==> src/rtl/lu_hz_pkg.sv <==
package lu_hz_pkg;

    typedef enum logic [2:0] {
        CLS_RRR   = 3'd0,
        CLS_LOAD  = 3'd1,
        CLS_STORE = 3'd2,
        CLS_IMM   = 3'd3,
        CLS_OTHER = 3'd4
    } op_class_e;

    typedef enum logic [1:0] {
        DS_EMPTY = 2'd0,
        DS_FRESH = 2'd1,
        DS_HELD  = 2'd2
    } dec_state_e;

    localparam int unsigned CLS_W   = 3;
    localparam int unsigned NUM_SRC = 2;

endpackage

==> src/rtl/lu_hz_detect.sv <==
module lu_hz_detect
    import lu_hz_pkg::*;
#(
    parameter int unsigned REG_W = 5
) (
    input  logic             ex_valid,
    input  logic [CLS_W-1:0] ex_class,
    input  logic [REG_W-1:0] ex_rt,
    input  logic             id_valid,
    input  logic [CLS_W-1:0] id_class,
    input  logic [REG_W-1:0] id_rs,
    input  logic [REG_W-1:0] id_rt,
    output logic             stall,
    output logic             hold_id,
    output logic             bubble_ex
);

    logic [NUM_SRC-1:0] src_used;
    logic [NUM_SRC-1:0] src_hit;
    logic [REG_W-1:0]   src_reg [NUM_SRC];
    logic               producer_load;

    // Source fields read by the consumer depend on its format
    always_comb begin
        case (op_class_e'(id_class))
            CLS_RRR:                     src_used = 2'b11;
            CLS_LOAD, CLS_STORE, CLS_IMM: src_used = 2'b01;
            default:                     src_used = 2'b00;
        endcase
    end

    assign src_reg[0] = id_rs;
    assign src_reg[1] = id_rt;

    for (genvar g = 0; g < NUM_SRC; g++) begin : g_src_cmp
        assign src_hit[g] = src_used[g] && (src_reg[g] == ex_rt);
    end

    assign producer_load = ex_valid && (ex_class == CLS_LOAD);
    assign stall         = producer_load && id_valid && (|src_hit);
    assign hold_id       = stall;
    assign bubble_ex     = stall;

endmodule

==> src/rtl/lu_dec_fsm.sv <==
module lu_dec_fsm
    import lu_hz_pkg::*;
(
    input  logic clk,
    input  logic rst_n,
    input  logic in_valid,
    input  logic stall,
    output logic dec_valid,
    output logic dec_capture,
    output logic ex_capture
);

    dec_state_e state_q, state_d;

    always_ff @(posedge clk or negedge rst_n) begin
        if (!rst_n) state_q <= DS_EMPTY;
        else        state_q <= state_d;
    end

    always_comb begin
        state_d = state_q;
        unique case (state_q)
            DS_EMPTY: state_d = in_valid ? DS_FRESH : DS_EMPTY;
            DS_FRESH,
            DS_HELD: begin
                if (stall)         state_d = DS_HELD;
                else if (in_valid) state_d = DS_FRESH;
                else               state_d = DS_EMPTY;
            end
            default: state_d = DS_EMPTY;
        endcase
    end

    always_comb begin
        dec_valid   = 1'b0;
        dec_capture = 1'b1;
        ex_capture  = 1'b1;
        unique case (state_q)
            DS_EMPTY: dec_valid = 1'b0;
            DS_FRESH,
            DS_HELD: begin
                dec_valid   = 1'b1;
                dec_capture = !stall;
                ex_capture  = !stall;
            end
            default: dec_valid = 1'b0;
        endcase
    end

endmodule

==> src/rtl/lu_stall_pipe.sv <==
module lu_stall_pipe
    import lu_hz_pkg::*;
#(
    parameter int unsigned REG_W = 5
) (
    input  logic             clk,
    input  logic             rst_n,
    input  logic             in_valid,
    input  logic [2:0]       in_class,
    input  logic [REG_W-1:0] in_rs,
    input  logic [REG_W-1:0] in_rt,
    output logic             stall,
    output logic             hold_dec,
    output logic             bubble,
    output logic             dec_valid,
    output logic [2:0]       dec_class,
    output logic [REG_W-1:0] dec_rs,
    output logic [REG_W-1:0] dec_rt,
    output logic             exe_valid,
    output logic [2:0]       exe_class,
    output logic [REG_W-1:0] exe_rs,
    output logic [REG_W-1:0] exe_rt,
    output logic             mem_valid,
    output logic [2:0]       mem_class,
    output logic [REG_W-1:0] mem_rt
);

    logic dec_capture;
    logic ex_capture;

    lu_hz_detect #(.REG_W(REG_W)) u_detect (
        .ex_valid  (exe_valid),
        .ex_class  (exe_class),
        .ex_rt     (exe_rt),
        .id_valid  (dec_valid),
        .id_class  (dec_class),
        .id_rs     (dec_rs),
        .id_rt     (dec_rt),
        .stall     (stall),
        .hold_id   (hold_dec),
        .bubble_ex (bubble)
    );

    lu_dec_fsm u_fsm (
        .clk         (clk),
        .rst_n       (rst_n),
        .in_valid    (in_valid),
        .stall       (stall),
        .dec_valid   (dec_valid),
        .dec_capture (dec_capture),
        .ex_capture  (ex_capture)
    );

    // Decode latch fields
    always_ff @(posedge clk or negedge rst_n) begin
        if (!rst_n) begin
            dec_class <= '0;
            dec_rs    <= '0;
            dec_rt    <= '0;
        end else if (dec_capture) begin
            dec_class <= in_class;
            dec_rs    <= in_rs;
            dec_rt    <= in_rt;
        end
    end

    // Execute latch: takes decode, or a bubble during a stall
    always_ff @(posedge clk or negedge rst_n) begin
        if (!rst_n) begin
            exe_valid <= 1'b0;
            exe_class <= '0;
            exe_rs    <= '0;
            exe_rt    <= '0;
        end else if (ex_capture) begin
            exe_valid <= dec_valid;
            exe_class <= dec_class;
            exe_rs    <= dec_rs;
            exe_rt    <= dec_rt;
        end else begin
            exe_valid <= 1'b0;
        end
    end

    // Memory latch: execute always moves on
    always_ff @(posedge clk or negedge rst_n) begin
        if (!rst_n) begin
            mem_valid <= 1'b0;
            mem_class <= '0;
            mem_rt    <= '0;
        end else begin
            mem_valid <= exe_valid;
            mem_class <= exe_class;
            mem_rt    <= exe_rt;
        end
    end

endmodule

==> config.mk <==
export PLATFORM = sky130hd
export DESIGN_NAME = lu_stall_pipe
export DESIGN_NICKNAME = d
export VERILOG_FILES = /design/src/rtl/lu_hz_pkg.sv /design/src/rtl/lu_hz_detect.sv /design/src/rtl/lu_dec_fsm.sv /design/src/rtl/lu_stall_pipe.sv
export SDC_FILE = /design/constraint.sdc
export NUM_CORES = 1
export LEC_CHECK = 0
export BUFFER_PORTS_ARGS = -buffer_cell sky130_fd_sc_hd__buf_4
export CAP_MARGIN = 10
export CELL_PAD_IN_SITES_DETAIL_PLACEMENT = 1
export CELL_PAD_IN_SITES_GLOBAL_PLACEMENT = 2
export CORE_MARGIN = 5
export CORE_UTILIZATION = 35
export DETAILED_ROUTE_END_ITERATION = 6
export PLACE_DENSITY = 0.86
export SLEW_MARGIN = 20
export SYNTH_ARGS = -nofsm -noshare
export SYNTH_HDL_FRONTEND = slang
export SYNTH_SLANG_ARGS = --single-unit
==> constraint.sdc <==
create_clock -name clk -period 4.25 [get_ports clk]
set_input_delay 0.85 -clock clk [delete_from_list [all_inputs] [get_ports clk]]
set_output_delay 0.85 -clock clk [all_outputs]
set_load 0.05 [all_outputs]
* Yosys cells after proc, flatten, opt, wreduce, memory -nomap -nowiden
Index checks and enable logic that the tools add are counted.
** Operators by class
- Equal/unequal tests :: 8
- Muxes and demuxes :: 7
- Reduce and logical (&&, ||, !) cells :: 11
** Operators by type and width (number)
- $eq A5 B5 Y1 :: 2
- $pmux W2 S2 :: 2
- $eq A3 B1 Y1 const B :: 2
- $eq A3 B2 Y1 const B :: 2
- $logic_and A1 B1 Y1 :: 5
- $mux W1 :: 4
- $reduce_or A2 Y1 :: 2
- $logic_not A3 Y1 :: 1
- $reduce_or A3 Y1 :: 1
- $eq A2 B1 Y1 const B :: 1
- $eq A2 B2 Y1 const B :: 1
- $logic_not A2 Y1 :: 1
- $mux W2 :: 1
- $logic_not A1 Y1 :: 1
** Word-level totals
- Register bits after elaboration :: 38
- Input bits :: 16
- Output and inout bits :: 40
- Word-level logic and storage cells :: 37

* Logic depth before layout (Yosys ltp)
Gate-level depths: netlist of run 1.
- Depth in word-level cells :: 9
- Mapped depth :: 7
- Mapped depth without buffers :: 6

* Hierarchy
A second synthesis of run 1 with hierarchy kept.
** Unflattened totals
- Cells, all modules :: 95
- Area total of the unflattened synthesis :: 1493.9 µm²
** By module, submodules not included
- lu_stall_pipe :: instances 1, cells an instance 65, area an instance 1226.2 µm², seq. area each 900.9 µm²
- lu_hz_detect :: instances 1, cells an instance 18, area an instance 150.1 µm², seq. area each 0.0 µm²
- lu_dec_fsm :: instances 1, cells an instance 12, area an instance 117.6 µm², seq. area each 50.0 µm²

* Least setup slack after synthesis of run 1
No wires, ideal clock.
- Path kind :: flip-flop to output port
- Start :: reg u_fsm.state_q[0]
- End :: out hold_dec
- Arrival time :: 3.035 ns
- Setup slack :: 0.365 ns
- Cell stages (with the launch flop) :: 6
- Path buffers :: 1
- Cells stage by stage :: dfrtp_1 > inv_1 > ha_1 > or4b_4 > nor3_1 > buf_4
** On the way
- Word-level cells in the longest chain between the ends :: 5
- Elaborated cells on any way between the ends :: 6
- Classes of those cells :: eq/ne: 2; mux: 1; reduce/logical: 3
** RTL lines
- start, declared :: RTL line lu_dec_fsm.sv:13 : dec_state_e state_q, state_d;
- start signal, assigned :: RTL line lu_dec_fsm.sv:17 : else state_q <= state_d;
- $eq A2 B1 Y1 / $eq A2 B2 Y1 (equally long branches) :: RTL line lu_dec_fsm.sv:38 : unique case (state_q)
- $reduce_or A2 Y1 (*) :: RTL line lu_dec_fsm.sv:38
- $mux W1 (*) :: RTL line lu_dec_fsm.sv:38
- named net dec_valid :: RTL line lu_stall_pipe.sv:15 : output logic dec_valid,
- $logic_and A1 B1 Y1 (*) (2 in a row) :: RTL line lu_hz_detect.sv:40 : assign stall = producer_load && id_valid && (|src_hit);
- end, declared :: RTL line lu_stall_pipe.sv:13 : output logic hold_dec,
The timed path passes the listed nets; every way through them passes the cells marked *.

* Worst setup path after layout of run 1
- Start :: reg u_fsm.state_q[1]
- End :: out hold_dec
** On the way
- Word-level cells in the longest chain between the ends :: 5
- Elaborated cells on any way between the ends :: 6
- Classes of those cells :: eq/ne: 2; mux: 1; reduce/logical: 3
** RTL lines (RTL line)
- $eq A2 B1 Y1 / $eq A2 B2 Y1 (equally long branches) :: lu_dec_fsm.sv:38
- $reduce_or A2 Y1 (*) :: lu_dec_fsm.sv:38
- $mux W1 (*) :: lu_dec_fsm.sv:38
- $logic_and A1 B1 Y1 (*) (2 in a row) :: lu_hz_detect.sv:40
Every way passes the cells marked *; elsewhere a longest branch is shown, timed or not.

==> results of run 1 <==
## critical path: stages, from the launching register on
cell and delay (ns):
sky130_fd_sc_hd__dfrtp_1 0.35, sky130_fd_sc_hd__inv_1 0.06, sky130_fd_sc_hd__ha_1 0.33, sky130_fd_sc_hd__or4b_4 0.52
sky130_fd_sc_hd__nor3_1 0.36, sky130_fd_sc_hd__buf_4 0.28
## cell usage after synthesis
master,count,area (µm²)
sky130_fd_sc_hd__a22oi_2,1,12.5
sky130_fd_sc_hd__and2_1,3,18.8
sky130_fd_sc_hd__clkbuf_1,1,3.75
sky130_fd_sc_hd__inv_1,3,11.3
sky130_fd_sc_hd__nor3_1,5,25.0
sky130_fd_sc_hd__mux2_4,15,225
sky130_fd_sc_hd__and3_1,1,6.26
sky130_fd_sc_hd__nor4_1,1,6.26
sky130_fd_sc_hd__a32o_1,1,10.0
sky130_fd_sc_hd__buf_6,2,22.5
sky130_fd_sc_hd__xor2_1,10,87.6
sky130_fd_sc_hd__or4b_4,1,13.8
sky130_fd_sc_hd__ha_1,2,25.0
sky130_fd_sc_hd__nand2_1,1,3.75
sky130_fd_sc_hd__nor2_1,2,7.51
sky130_fd_sc_hd__nor4b_1,1,8.76
sky130_fd_sc_hd__dfrtp_1,38,951
sky130_fd_sc_hd__mux2_2,7,78.8
sky130_fd_sc_hd__a22oi_1,1,7.51
sky130_fd_sc_hd__buf_4,2,15.0
sky130_fd_sc_hd__nor4_2,2,25.0
sky130_fd_sc_hd__nand2b_1,1,6.26
## through the flow
| stage | cells | power (mW) | cell area (µm²) |
|---|---|---|---|
| 2_1_floorplan | 101 | 0.514 | 1570 |
| 6_report | 210 | 0.814 | 2100 |
| 3_5_place_dp | 204 | 0.581 | 2020 |
| 3_3_place_gp | 204 | 0.575 | 2020 |
| 5_1_grt | 210 | 0.849 | 2100 |
| 4_1_cts | 210 | 0.823 | 2100 |
## cell type report
class | instances | area [µm²] | share of cell area
clock buffer | 6 | 82.6 | 0.0394
timing repair buffer | 56 | 420 | 0.200
sequential | 38 | 951 | 0.453
tap | 52 | 65.1 | 0.0310
multi-input combinational | 55 | 568 | 0.271
inverter | 3 | 11.3 | 0.00537
## worst max path at each step
| stage | start | end | slack (ns) |
|---|---|---|---|
| after global routing | u_fsm.state_q[1] | hold_dec | 1.13 |
| final | u_fsm.state_q[1] | hold_dec | 1.22 |
| after floorplan | u_fsm.state_q[0] | hold_dec | 0.37 |
| after global placement | u_fsm.state_q[0] | bubble | 1.71 |
| after CTS | u_fsm.state_q[1] | hold_dec | 1.22 |
| after detailed placement | u_fsm.state_q[1] | hold_dec | 1.53 |
## logic make-up (layout without fill, tap and decap cells)
family	count (synthesis)	count (layout)	share of synthesized area
muxes	22	22	0.193
buffers and inverters	8	65	0.0334
adders and majority gates	2	2	0.0159
xor gates and xnor gates	10	10	0.0557
DFF	38	38	0.605
AOI/OAI and AO/OA	3	3	0.0191
and+or+nand+nor	18	18	0.0772
## power by group
part	internal [mW]	leakage [nW]	total [mW]	switching [mW]
logic	0.0582	0.543	0.170	0.112
registers	0.382	0.446	0.401	0.0186
clock network	0.125	0.0431	0.243	0.118
total	0.566	1.03	0.814	0.248
## sequential cells by signal, indices dropped and copies added (netlist names), 3 cells and up
name	cells
dec_class	3
dec_rs	5
dec_rt	5
exe_class	3
exe_rs	5
exe_rt	5
mem_class	3
mem_rt	5
## routing by layer
layer | vias up | GRT usage
li1 | 459 | -
met2 | 42 | 0.221
met1 | 511 | 0.154
met4 | 0 | 0.0206
met3 | 4 | 0.0574
met5 | - | 0
==> flow_summary.rst, run 1 <==
.. list-table::
   :header-rows: 1

   * - Metric
     - Value
   * - Run status
     - complete, no violations
   * - Routed WL per cell
     - 17.5 µm
   * - DRC viols
     - 0
   * - Die Y
     - about 77 µm
   * - Longest Clk Path Bufs
     - 2
   * - Clock transition at the registers of the reported paths
     - 0.07 ns
   * - Min-delay src
     - exe_valid
   * - Most used cells in the layout excluding fill and tap cells
     - sky130_fd_sc_hd__buf_4 (56), sky130_fd_sc_hd__dfrtp_1 (38), sky130_fd_sc_hd__mux2_4 (15)
   * - Global-route total usage across every layer
     - 0.130
   * - Nets in the synthesized netlist
     - 119
   * - Setup repair after global routing missed its margin
     - no
   * - CORE AREA
     - approximately 4400 µm²
   * - Antenna cells
     - 0
   * - Placement row count
     - 24
   * - Final net count
     - around 180
   * - Synth warn
     - 0
   * - Via count
     - between 1000 and 1500
   * - Wire length on met3
     - 296 µm
   * - Count of input and output buffers
     - 55
   * - IO Count
     - 56
   * - # H-tree levels
     - 2
   * - Crit path DAT
     - approximately 2.2 ns
   * - Final antenna-violating net count
     - 0
   * - Setup clock skew after layout
     - around 0.0058 ns
   * - TritonCTS clock tree
     - yes
   * - Number of cells on the worst hold path
     - 0
   * - Pin count of the biggest net entering global routing
     - 39
   * - Vias in the first global route
     - 1187
   * - Number of antenna violations at the first check in global routing
     - 0
   * - Final Hold Slack
     - slightly above 0.4 ns
   * - HPWL after DPL
     - roughly 2800 µm
   * - Syn Inst Count
     - 101
   * - Sink count of the clock tree
     - 38
   * - Clock root buffer
     - sky130_fd_sc_hd__clkbuf_8
   * - Drt initial violations
     - 48
   * - End point of the most critical hold path
     - mem_valid
   * - Fraction of layout instances using a drive strength above 1
     - 0.557
   * - Total Wirelength
     - ~3700 µm
   * - Peak clock frequency supported by timing
     - between 0.3 and 0.4 GHz
   * - Number of filler instances in the final layout
     - between 400 and 500
   * - Peak VDD IR
     - between 0.00015 and 0.0002 V
   * - Critical path data required time
     - ~3.4 ns
   * - Met1 WL
     - around 1400 µm
   * - Number of hold buffers added after cts
     - 0
   * - First-pass DRT Iterations
     - 7
   * - Total power per unit cell area
     - 388 nW/µm²
   * - Post-detailed-route via-to-cell ratio
     - roughly 4.8
   * - Mean Syn Cell Area
     - between 15 and 20 µm²
   * - GPL Wtd Cong
     - 0.764
   * - Reported max-cap violation count
     - 0
   * - Post-Syn Area
     - 1570 µm²
   * - Sequential cell area fraction in the yosys report
     - 0.605
   * - Total negative slack
     - 0 ns
   * - Final setup viols
     - 0
   * - Global-route congestion overflow total
     - 0
   * - Kind of critical path
     - register to primary output
   * - CP Capture Type
     - primary output
   * - Highest layer used for signal routing
     - met4
   * - Period Utilization, post-route
     - 0.713
   * - Count of final max-slew check failures
     - 0
   * - Area Growth Syn to Fin
     - 33.5%
   * - R2r startpoint
     - u_fsm.state_q[0]
   * - # resized after CTS
     - 0
   * - Worst reg2reg setup slack
     - between 1.5 and 2 ns
   * - Slack of the critical path
     - about 1.2 ns
   * - Chip width
     - just under 80 µm
   * - Number of buffers inserted by post-CTS setup repair
     - 0
   * - Min Tclk post-route
     - 3.03 ns
   * - Insertion delay of the later-clocked pin in the worst-skew pair
     - approximately 0.29 ns
   * - Hold Fails Final Rpt
     - 0
   * - Post-placement setup slack
     - roughly 1.5 ns
   * - Path type of the worst min-delay path
     - register to register
   * - Routed length on met2
     - slightly below 2000 µm
   * - Max FO, Critical Path
     - 4
   * - Total clock buffers created by CTS
     - 5
   * - Initial Util
     - 0.361
   * - Yosys reg bits
     - 38
   * - First-pass GRT wire length
     - approximately 6000 µm
   * - Leading cell type in the layout, fill and taps excluded
     - sky130_fd_sc_hd__buf_4
   * - Fraction of the core area covered by cells at the end of the flow
     - 0.482
   * - P_leak
     - roughly 1.0 nW
   * - Category of the worst setup path launch point
     - register
   * - Reg2Reg Depth
     - 7
   * - Headroom to the max-slew limit
     - 0.421
   * - Unique cell type count in the Yosys netlist
     - 22
   * - Overall die area
     - between 5000 and 6000 µm²
   * - Capture instance of the worst register-to-register path
     - dec_rt[0]
   * - Transition at the pin with the smallest max-transition slack
     - approximately 0.87 ns
No activity file was read; power rests on OpenSTA's default activity.
==> inputs of run 2 (changes only) <==
- CORE_UTILIZATION: 35 -> 29
- PLACE_DENSITY: 0.86 -> 0.76
- clock period: 4.25 -> 2.5 ns (I/O delays scaled with it)
==> run 2 against run 1 <==
Critical endpoint unchanged; routed wire length is 1.5% lower; power increased by 72%; cell count rose by 10%; non-clock buffer count grew 2; critical path depth did not move; largest power group unchanged; design area is 4.6% higher; register-to-register slack got worse by 1.5 ns; global-route usage is 2.0 points lower; clock power increased by 73%; flip-flop and latch count unchanged; worst setup slack worse by 1.2 ns.
==> flow_summary.rst, run 2 (synthesis gave the netlist of run 1 again) <==
.. list-table::
   :header-rows: 1

   * - Metric
     - Value
   * - CORE AREA
     - 5170 µm² (+19%)
   * - P_leak
     - 1.05 nW (+2.2%)
   * - Setup clock skew after layout
     - 0.0113 ns (+0.00558 ns)
   * - Slowest cell on the critical path
     - sky130_fd_sc_hd__dfrtp_2
   * - HPWL after DPL
     - 2770 µm (-2.1%)
   * - Global-route congestion overflow total
     - 0 (unchanged)
   * - Peak clock frequency supported by timing
     - around 0.41 GHz
   * - Total Wirelength
     - 3620 µm (-1.5%)
   * - Clock transition at the registers of the reported paths
     - 0.07 ns (about the same)
   * - First-pass DRT Iterations
     - 4 (-3)
   * - Hold Fails Final Rpt
     - 0 (unchanged)
   * - Max FO, Critical Path
     - 5 (+1)
   * - Path type of the worst min-delay path
     - primary input to async pin
   * - Routed WL per cell
     - 15.6 µm (-11%)
   * - Antenna cells
     - 0 (unchanged)
   * - Count of final max-slew check failures
     - 0 (unchanged)
   * - Post-place instance area
     - 2070 µm² (+2.9%)
   * - Final net count
     - 179 (+1.1%)
   * - Kind of critical path
     - register to primary output
   * - Transition at the pin with the smallest max-transition slack
     - 0.486 ns (-0.382 ns)
   * - Category of the worst setup path launch point
     - register
   * - Pin count of the biggest net entering global routing
     - 39 (unchanged)
   * - Global-route total usage across every layer
     - 0.109 (-0.0205)
   * - Overall die area
     - 6990 µm² (+18%)
   * - Post-route cell area
     - 2190 µm² (+4.6%)
   * - Initial Util
     - 0.304 (-0.0571)
   * - Total clock buffers created by CTS
     - 5 (unchanged)
   * - Inst Count DP
     - 223 (+9.3%)
   * - Peak VDD IR
     - 0.000233 V (+44%)
   * - Number of antenna violations at the first check in global routing
     - 0 (unchanged)
   * - CP top delay family
     - simple AND/OR/NAND/NOR gates
   * - GPL Wtd Cong
     - 0.730 (-4.4%)
   * - Most used cells in the layout excluding fill and tap cells
     - sky130_fd_sc_hd__buf_4 (55), sky130_fd_sc_hd__dfrtp_1 (34), sky130_fd_sc_hd__mux2_4 (15)
   * - Area Growth Syn to Fin
     - 39.6%
   * - Capture instance of the worst register-to-register path
     - dec_rs[0]
   * - Post-detailed-route via-to-cell ratio
     - 4.42 (-8.7%)
   * - First-pass GRT wire length
     - 6030 µm (-1.8%)
   * - Count of input and output buffers
     - 55 (unchanged)
   * - Drt initial violations
     - 37 (-23%)
   * - Sum of buffers and inverters on the critical path
     - 1 (-1)
   * - Fraction of layout instances using a drive strength above 1
     - 0.617 (+0.0603)
   * - Crit path DAT
     - 1.93 ns (-0.25 ns)
   * - Slowest cell delay on critical path
     - 0.44 ns (-0.08 ns)
   * - Total power per unit cell area
     - 637 nW/µm² (+64%)
   * - # H-tree levels
     - 2 (unchanged)
   * - Sink count of the clock tree
     - 38 (unchanged)
   * - Reg2Reg Depth
     - 8 (+1)
   * - Final Hold Slack
     - 0.178 ns (-0.226 ns)
   * - Final antenna-violating net count
     - 0 (unchanged)
   * - Period Utilization, post-route
     - 0.974
   * - Total negative slack
     - 0 ns (unchanged)
   * - Run status
     - complete, no violations
   * - Chip width
     - 83.6 µm (+8.6%)
   * - Headroom to the max-slew limit
     - 0.676 (+0.255)
   * - CP cell instances
     - xor2_1 -> nor4_2 -> a22oi_2 -> nor3_4 -> buf_6
   * - TritonCTS clock tree
     - yes
   * - Leading cell type in the layout, fill and taps excluded
     - sky130_fd_sc_hd__buf_4
   * - Clock root buffer
     - sky130_fd_sc_hd__clkbuf_8
   * - R2r startpoint
     - u_fsm.state_q[1]
   * - Worst reg2reg setup slack
     - 0.17 ns (-1.45 ns)
   * - Placement row count
     - 26 (+8.3%)
   * - Number of filler instances in the final layout
     - 547 (+22%)
   * - Vias in the first global route
     - 1151 (-3.0%)
   * - Critical path data required time
     - 2.00 ns (-1.40 ns)
   * - Via count
     - 1025 (+0.89%)
   * - Final setup viols
     - 0 (unchanged)
   * - Die Y
     - 83.6 µm (+8.6%)
   * - CP Capture Type
     - primary output
   * - IO Count
     - 56 (unchanged)
   * - Longest Clk Path Bufs
     - 2 (unchanged)
   * - Number of hold buffers added after cts
     - 0 (unchanged)
   * - DRC viols
     - 0 (unchanged)
   * - Fraction of the core area covered by cells at the end of the flow
     - 0.424 (-0.0576)
   * - Min Tclk post-route
     - between 2 and 2.5 ns
   * - Reported max-cap violation count
     - 0 (unchanged)
   * - Final cell count without fillers
     - 232 (+10%)
   * - Insertion delay of the later-clocked pin in the worst-skew pair
     - 0.29 ns (about the same)
## run 2: changes by cell type in the layout (fill, tap and decap cells not counted), moves of 2 or more
cell / before / now
sky130_fd_sc_hd__inv_2: 0 / 2
sky130_fd_sc_hd__dfrtp_2: 0 / 4
sky130_fd_sc_hd__inv_1: 3 / 1
sky130_fd_sc_hd__buf_6: 0 / 3
sky130_fd_sc_hd__clkbuf_1: 0 / 2
sky130_fd_sc_hd__dfrtp_1: 38 / 34
## run 2: power by group
group / leakage, nW / switching, mW / internal, mW
clock: 0.0455 / 0.196 / 0.225
combinational: 0.567 / 0.192 / 0.103
sequential: 0.442 / 0.0321 / 0.651
## run 2: metrics by stage
| stage | power (mW) | setup WS (ns) |
|---|---|---|
| final | 1.40 | 0.0662 |
| after global routing | 1.47 | -0.0181 |
| after CTS | 1.42 | 0.00957 |
| after detailed placement | 0.992 | 0.296 |
| after global placement | 0.984 | 0.380 |
| after floorplan | 0.882 | -0.0530 |
## run 2: worst register-to-register path: stages, from the launching register on
cell and delay (ns):
sky130_fd_sc_hd__dfrtp_1 0.38, sky130_fd_sc_hd__inv_2 0.06, sky130_fd_sc_hd__ha_4 0.27, sky130_fd_sc_hd__or4b_4 0.50, sky130_fd_sc_hd__buf_4 0.16, sky130_fd_sc_hd__nor4_2 0.18
sky130_fd_sc_hd__a22oi_2 0.10, sky130_fd_sc_hd__buf_4 0.24, sky130_fd_sc_hd__mux2_4 0.32
## run 2: final cells by class
cell class                 instances  area, µm²  area share
clock buffer                       8       90.1      0.0410
inverter                           3       11.3     0.00513
multi-input combinational         55        603       0.275
sequential                        38        956       0.436
tap                               70       87.6      0.0399
timing repair buffer              58        447       0.204
## run 2: per-layer routing
layer  up-vias  routed length, µm  track usage
li1        473                  -            -
met1       512               1530        0.130
met2        35               1790        0.173
met3         5                237       0.0494
met4         0                 56       0.0395
met5         -                  0            0
## run 2: worst max-delay path by stage
| stage | slack, ns | endpoint | cells after the start | startpoint |
|---|---|---|---|---|
| after floorplan | -0.05 | hold_dec | 5 | u_fsm.state_q[0] |
| final | 0.07 | hold_dec | 5 | exe_rt[2] |
| after detailed placement | 0.30 | dec_rs[2] | 7 | u_fsm.state_q[1] |
| after global placement | 0.38 | exe_rt[2] | 7 | u_fsm.state_q[0] |
| after global routing | -0.02 | hold_dec | 5 | exe_rt[2] |
| after CTS | 0.01 | bubble | 5 | exe_rt[2] |
## run 2: repair_timing
item                       CTS  global route
gates resized for setup      0             5
setup endpoints to repair    0             3
buffers inserted             0             1
